File: config.mk
export PLATFORM = sky130hd
export DESIGN_NAME = mod5_updown_counter
export DESIGN_NICKNAME = d
export VERILOG_FILES = /design/src/rtl/mod5_pkg.sv /design/src/rtl/mod5_rst_sync.sv /design/src/rtl/mod5_next_state.sv /design/src/rtl/mod5_state_reg.sv /design/src/rtl/mod5_updown_counter.sv
export SDC_FILE = /design/constraint.sdc
export NUM_CORES = 1
export LEC_CHECK = 0
export BUFFER_PORTS_ARGS = -buffer_cell sky130_fd_sc_hd__buf_4
export CORE_AREA = 2 2 39 41
export DETAILED_ROUTE_END_ITERATION = 10
export DIE_AREA = 0 0 41 43
export PLACE_DENSITY = 0.47
export RECOVER_POWER = 100
export SLEW_MARGIN = 20
export SYNTH_ARGS = -nofsm -noshare
export SYNTH_HDL_FRONTEND = slang
export SYNTH_SLANG_ARGS = --single-unit
export TNS_END_PERCENT = 1
File: constraint.sdc
create_clock -name clk -period 0.9 [get_ports clk]
set_input_delay 0.045 -clock clk [delete_from_list [all_inputs] [get_ports clk]]
set_output_delay 0.045 -clock clk [all_outputs]
set_load 0.01 [all_outputs]
File: src/rtl/mod5_pkg.sv
package mod5_pkg;
  // Flip-flop excitation style for the state register
  typedef enum logic [1:0] {
    EXC_D  = 2'd0,
    EXC_T  = 2'd1,
    EXC_JK = 2'd2
  } excite_e;
endpackage

File: src/rtl/mod5_rst_sync.sv
module mod5_rst_sync #(
  parameter int STAGES = 2
) (
  input  logic clk,
  input  logic arst_n,
  output logic srst_n
);
  logic [STAGES-1:0] chain_q;

  always_ff @(posedge clk or negedge arst_n) begin
    if (!arst_n) chain_q <= '0;
    else         chain_q <= {chain_q[STAGES-2:0], 1'b1};
  end

  assign srst_n = chain_q[STAGES-1];
endmodule

File: src/rtl/mod5_next_state.sv
module mod5_next_state #(
  parameter int MODULUS = 5,
  parameter int W       = 3
) (
  input  logic [W-1:0] cur,
  input  logic         en,
  input  logic         up,
  output logic [W-1:0] nxt,
  output logic         wrap
);
  localparam logic [W-1:0] TOP  = W'(MODULUS - 1);
  localparam logic [W-1:0] ZERO = '0;

  logic legal;
  logic at_top;
  logic at_zero;

  assign legal   = (cur <= TOP);
  assign at_top  = (cur == TOP);
  assign at_zero = (cur == ZERO);

  always_comb begin
    nxt  = cur;
    wrap = 1'b0;
    if (!legal) begin
      nxt = ZERO;
    end else if (en) begin
      if (up) begin
        nxt  = at_top ? ZERO : cur + W'(1);
        wrap = at_top;
      end else begin
        nxt  = at_zero ? TOP : cur - W'(1);
        wrap = at_zero;
      end
    end
  end
endmodule

File: src/rtl/mod5_state_reg.sv
module mod5_state_reg
  import mod5_pkg::*;
#(
  parameter int      W      = 3,
  parameter excite_e EXCITE = EXC_D,
  parameter int      SEED   = 0
) (
  input  logic         clk,
  input  logic         rst_n,
  input  logic [W-1:0] nxt,
  output logic [W-1:0] q
);
  localparam logic [W-1:0] SEED_V = W'(SEED);

  logic [W-1:0] flip;
  assign flip = q ^ nxt;

  generate
    if (EXCITE == EXC_D) begin : g_d
      always_ff @(posedge clk or negedge rst_n) begin
        if (!rst_n) q <= SEED_V;
        else        q <= nxt;
      end
    end else if (EXCITE == EXC_T) begin : g_t
      for (genvar i = 0; i < W; i++) begin : g_bit
        always_ff @(posedge clk or negedge rst_n) begin
          if (!rst_n)       q[i] <= SEED_V[i];
          else if (flip[i]) q[i] <= ~q[i];
        end
      end
    end else begin : g_jk
      for (genvar i = 0; i < W; i++) begin : g_bit
        logic j_in;
        logic k_in;
        logic d_jk;
        assign j_in = flip[i];
        assign k_in = flip[i];
        always_comb begin
          d_jk = (j_in & ~q[i]) | (~k_in & q[i]);
        end
        always_ff @(posedge clk or negedge rst_n) begin
          if (!rst_n) q[i] <= SEED_V[i];
          else        q[i] <= d_jk;
        end
      end
    end
  endgenerate
endmodule

File: src/rtl/mod5_updown_counter.sv
module mod5_updown_counter
  import mod5_pkg::*;
#(
  parameter int      MODULUS = 5,
  parameter excite_e EXCITE  = EXC_D,
  parameter int      SEED    = 0,
  parameter int      W       = $clog2(MODULUS)
) (
  input  logic         clk,
  input  logic         rst_n,
  input  logic         en,
  input  logic         up,
  output logic         wrap,
  output logic [W-1:0] count
);
  logic         rst_q_n;
  logic [W-1:0] state;
  logic [W-1:0] state_nxt;

  mod5_rst_sync #(.STAGES(2)) u_rst (
    .clk    (clk),
    .arst_n (rst_n),
    .srst_n (rst_q_n)
  );

  mod5_next_state #(.MODULUS(MODULUS), .W(W)) u_next (
    .cur  (state),
    .en   (en),
    .up   (up),
    .nxt  (state_nxt),
    .wrap (wrap)
  );

  mod5_state_reg #(.W(W), .EXCITE(EXCITE), .SEED(SEED)) u_reg (
    .clk   (clk),
    .rst_n (rst_q_n),
    .nxt   (state_nxt),
    .q     (state)
  );

  assign count = state;
endmodule

# [Word-level counts from Yosys, hierarchy flattened]
# Cells that the tools add are included.
[totals] inputBits=4 reg_bits=5 wordCells=16 out_inout_bits=4
[op_classes] add_sub_neg=2 n_eq_ne=2 mux=8 order_cmp=1 n_reduce_logical=1
[op_table] op="2-to-1 mux 3 bit" n=5
[op_table] op="adder 3 x 1 -> 3 bit, second input constant" n=1
[op_table] op="== test 3 bit, second input constant" n=1
[op_table] op="less-or-equal comparator 3 bit, second input constant" n=1
[op_table] op="logical NOT 3 bit" n=1
[op_table] op="2-to-1 mux 1 bit" n=3
[op_table] op="subtractor 3 x 1 -> 3 bit, second input constant" n=1
[op_table] op="!= test 2 bit, second input constant" n=1

# [Depth between registers and ports, before layout]
[depth] depth_word=5 mapped_depth=5 depth_no_buf=5

# [Cells and area by module]
# A second synthesis with hierarchy kept.
[hier_totals] hier_cells=32 hier_area_um2=319.1
[by_module_without_submodules] mod="mod5_next_state" seq_area_each_um2=0.0 instances=1 area_each_um2=190.2 cells_per_inst=26
[by_module_without_submodules] mod="mod5_state_reg" seq_area_each_um2=75.1 instances=1 area_each_um2=75.1 cells_per_inst=3
[by_module_without_submodules] mod="mod5_rst_sync" seq_area_each_um2=50.0 instances=1 area_each_um2=53.8 cells_per_inst=3

# [Worst setup path before layout]
# No wires, ideal clock.
[synth_timing] path_kind="flip-flop to flip-flop" startpoint="register u_reg.q[0]" endpoint="register u_reg.q[0]" synth_period_minus_slack_ns=1.342 stages_incl_launch_ff=5 t_required_ns=0.812 arrival_time_ns=1.255 path_slack_ns=-0.442 cell_sequence="dfrtp_1 inv_1 ha_1 a311o_1 a22oi_1"
[synth_between] elab_chain_len=5
[synth_rtl] element="from (decl)" line="mod5_state_reg.sv:11" source="output logic [W-1:0] q"
[synth_rtl] element="from (signal assigned)" line="mod5_state_reg.sv:22" source="else q <= nxt;"
[synth_rtl] element="subtractor 3 x 1 -> 3 bit (tied with other cells)" line="mod5_next_state.sv:32" source="nxt = at_zero ? TOP : cur - W'(1);"
[synth_rtl] element="2-to-1 mux 3 bit (on tied branches)" line="mod5_next_state.sv:32, mod5_next_state.sv:29"
[synth_rtl] element="2-to-1 mux 3 bit" line="mod5_next_state.sv:28" source="if (up) begin"
[synth_rtl] element="2-to-1 mux 3 bit" line="mod5_next_state.sv:27" source="end else if (en) begin"
[synth_rtl] element="2-to-1 mux 3 bit" line="mod5_next_state.sv:25" source="if (!legal) begin"
# Several ways; a longest one is shown, not always the timed one. The select of a mux whose other input is x is not followed.
# A chain may end at the register's enable or synchronous reset.

# [Worst setup path in the final report]
[layout_timing] startpoint="register u_reg.q[0]" endpoint="output wrap"
[layout_between] elab_chain_len=4
[layout_rtl] element="== test 3 bit / logical NOT 3 bit (equally long branches)" line="mod5_next_state.sv:19, mod5_next_state.sv:20"
[layout_rtl] element="2-to-1 mux 1 bit" line="mod5_next_state.sv:28"
[layout_rtl] element="2-to-1 mux 1 bit" line="mod5_next_state.sv:27"
[layout_rtl] element="2-to-1 mux 1 bit (*)" line="mod5_next_state.sv:25"
[layout_rtl] element="to (decl)" line="mod5_updown_counter.sv:13" source="output logic wrap,"
# Mark *: on every way between the ends. The rest lies on a longest branch, timed or not.

==> results.toml <==
[placed_design]
dp_slack_ns = -0.310
port_buffers = 7
hpwl_um = 547
gp_congestion = 0.716
placed_cell_area_um2 = 440
placed_cells = 59

[final_layout]
layout.cells.non_filler = 68
fillCellCount = 156
fin_area_um2 = 532
syn2layout_area_growth_pct = 85.6
n_antenna_cell = 0
fin_util = 0.384
multi_input_area_um2 = 196
regArea_um2 = 126
fin_nets = 60
drive_above_1_share = 0.615

[yosys]
ys_seq_area_frac = 0.437
post_synth.cell_area_avg_um2 = 9.55
syn_inst = 30
synth.distinct_cells = 16
ys_warn_count = 0
ys_ff_latch = 5
syn-num-nets = 37
synth.cell_area_um2 = 287

[floorplanning]
initial_core_util = 0.207
io-pin-count = 8
die_y_um = 43
die_w_um = 41
core_um2 = 1380
num_rows = 14
dieArea_um2 = 1760

[global_routing]
first_global_vias = 327
grt_max_degree = 6
grt_first_pass_wirelength_um = 1290
antenna_found_initial = 0
overflow = 0
grtUsageTotal = 0.112

[drt]
drc_errors = 0
totalWireLength_um = 763
postRouteAntennaNets = 0
first_iter_violations = 5
first_pass_iters = 2
vias_per_cell = 4.24
vias = 288
post_drt_wl_per_cell_um = 11.2

[flow_run]
maxCapViolCount = 0

[clock_tree]
tritoncts = "built"
htreeDepth = 1
root_buffer = "clkbuf_4"
clk_pin_slew_worst_paths_ns = 0.04
cts.sink_count = 5
cts_buffers = 3
cts-root-to-sink-buffers = 2
clkLatencyLatePin_ns = 0.24

[timing]
hold_viol = 0
rsz0062_at_grt = "yes"
setup_viol = 7
fmax_mhz = 792
post-route-min-period_ns = 1.26
clock_skew_ns = 0.000850
finalWorstSetupSlack_ns = -0.363
finalCritPeriodShare = 1.40
slew_violations = 0

[status]
status = "complete, but fails checks"
violations = "setup timing"

[pwr]
ir_worst_vdd_mv = 1.20
leakage_nw = 0.248
cellPowerDensity_nw_per_um2 = 3210

[critical_path]
critPathArrivalTime_ns = 1.22
crit_type = "flop to output pin"
cp_max_fo = 4
cp.required_ns = 0.85
cp-start-kind = "flop"
r2r_cells = 6
endpoint_kind = "output pin"

[worst_hold_path]
min_path_cells = 2
min_path_type = "input pin to flop"
[area by class of cell]
cell class / count / share of cell area
Inverter: 5 / 0.0400
Sequential cell: 5 / 0.238
Clock buffer: 4 / 0.0494
Multi-Input combinational cell: 20 / 0.369
Timing Repair Buffer: 18 / 0.266
Tap cell: 16 / 0.0376
[worst max-delay path: stages (launching register included)]
cell,delay [ns]
dfrtp_2,0.43
inv_4,0.09
ha_4,0.17
nand2_4,0.06
a21oi_2,0.10
buf_4,0.13
[repair_timing]
| action | CTS | global route |
|---|---|---|
| hold buffers | 1 | 0 |
| resized for setup | 7 | 0 |
| hold endpoints to repair | 2 | 0 |
| endpoints found under the setup margin | 7 | 7 |
| pin swaps | 3 | 0 |
| setup buffers | 4 | 0 |
[sequential cells by signal (all words and copies together) (netlist names)]
signal,count
u_rst.chain_q,2
u_reg.q,3
[synthesized netlist by cell type]
master,count,share of area
dfrtp_1,5,0.44
nand2_1,3,0.039
o21ai_0,1,0.017
a22oi_1,1,0.026
o22ai_1,2,0.044
a211oi_1,1,0.026
ha_1,3,0.13
or2_2,1,0.022
a311o_1,2,0.070
nor2b_1,1,0.022
nor3_1,1,0.017
inv_2,1,0.013
conb_1,1,0.013
inv_1,4,0.052
a21oi_1,2,0.035
mux2i_1,1,0.035
[worst paths after layout]
check | slack (ns) | from | to
max in group asynchronous | 0.64 | rst_n | u_rst.chain_q[1]
max | -0.36 | u_reg.q[0] | wrap
min in group asynchronous | 0.04 | u_rst.chain_q[1] | u_reg.q[2]
min reg2reg | 0.04 | u_rst.chain_q[1] | u_reg.q[2]
min | 0.03 | en | u_reg.q[1]
max reg2reg | -0.32 | u_reg.q[0] | u_reg.q[0]
[per-layer routing]
layer / track usage / part of all wire / vias up
met3: 0.0157 / 0.025 / 0
met4: 0.0800 / 0 / 0
met2: 0.191 / 0.59 / 5
met5: 0 / 0 / -
met1: 0.114 / 0.38 / 134
li1: - / - / 149
[where the power goes]
| part | switching (mW) | internal (mW) | total, mW |
|---|---|---|---|
| registers | 0.0745 | 0.295 | 0.369 |
| clock network | 0.0850 | 0.167 | 0.252 |
| logic | 0.467 | 0.619 | 1.09 |
| total | 0.627 | 1.08 | 1.71 |
[stage by stage]
step / total power, mW / hold slack (ns) / TNS (ns)
floorplan: 0.822 / -0.251 / -0.921
global placement: 1.19 / -0.173 / -0.843
detailed placement: 1.22 / -0.170 / -0.948
CTS: 1.71 / 0.0196 / -1.57
global route: 1.84 / 0.0218 / -1.93
finish: 1.71 / 0.0325 / -1.58
[cell usage in the layout (no fill, tap or decap)]
| master | netlist | final |
|---|---|---|
| a211oi_2 | 0 | 1 |
| a21oi_2 | 0 | 2 |
| a22oi_1 | 1 | 1 |
| a311o_1 | 2 | 2 |
| buf_4 | 0 | 14 |
| buf_6 | 0 | 2 |
| clkbuf_1 | 0 | 2 |
| clkbuf_4 | 0 | 3 |
| conb_1 | 1 | 1 |
| dfrtp_1 | 5 | 4 |
| dfrtp_2 | 0 | 1 |
| dlygate4sd3_1 | 0 | 1 |
| ha_2 | 0 | 1 |
| ha_4 | 0 | 2 |
| inv_1 | 4 | 2 |
| inv_2 | 1 | 2 |
| inv_4 | 0 | 1 |
| mux2i_1 | 1 | 1 |
| nand2_1 | 3 | 2 |
| nand2_4 | 0 | 1 |
| nor2b_1 | 1 | 1 |
| nor3_1 | 1 | 1 |
| o21ai_0 | 1 | 1 |
| o22ai_1 | 2 | 1 |
| o22ai_2 | 0 | 1 |
| or2_2 | 1 | 1 |
[logic make-up (layout without fill, tap and decap cells)]
kind of cell / count (synthesis) / in the layout / share of synthesized area
muxes: 1 / 1 / 0.0349
and+or+nand+nor: 6 / 6 / 0.100
AOI/OAI and AO/OA: 9 / 9 / 0.218
adders and majority gates: 3 / 3 / 0.131
DFF: 5 / 5 / 0.437
other: 1 / 1 / 0.0131
buffers and inverters: 5 / 27 / 0.0655
Note: power is estimated with default switching activity, not from simulation.
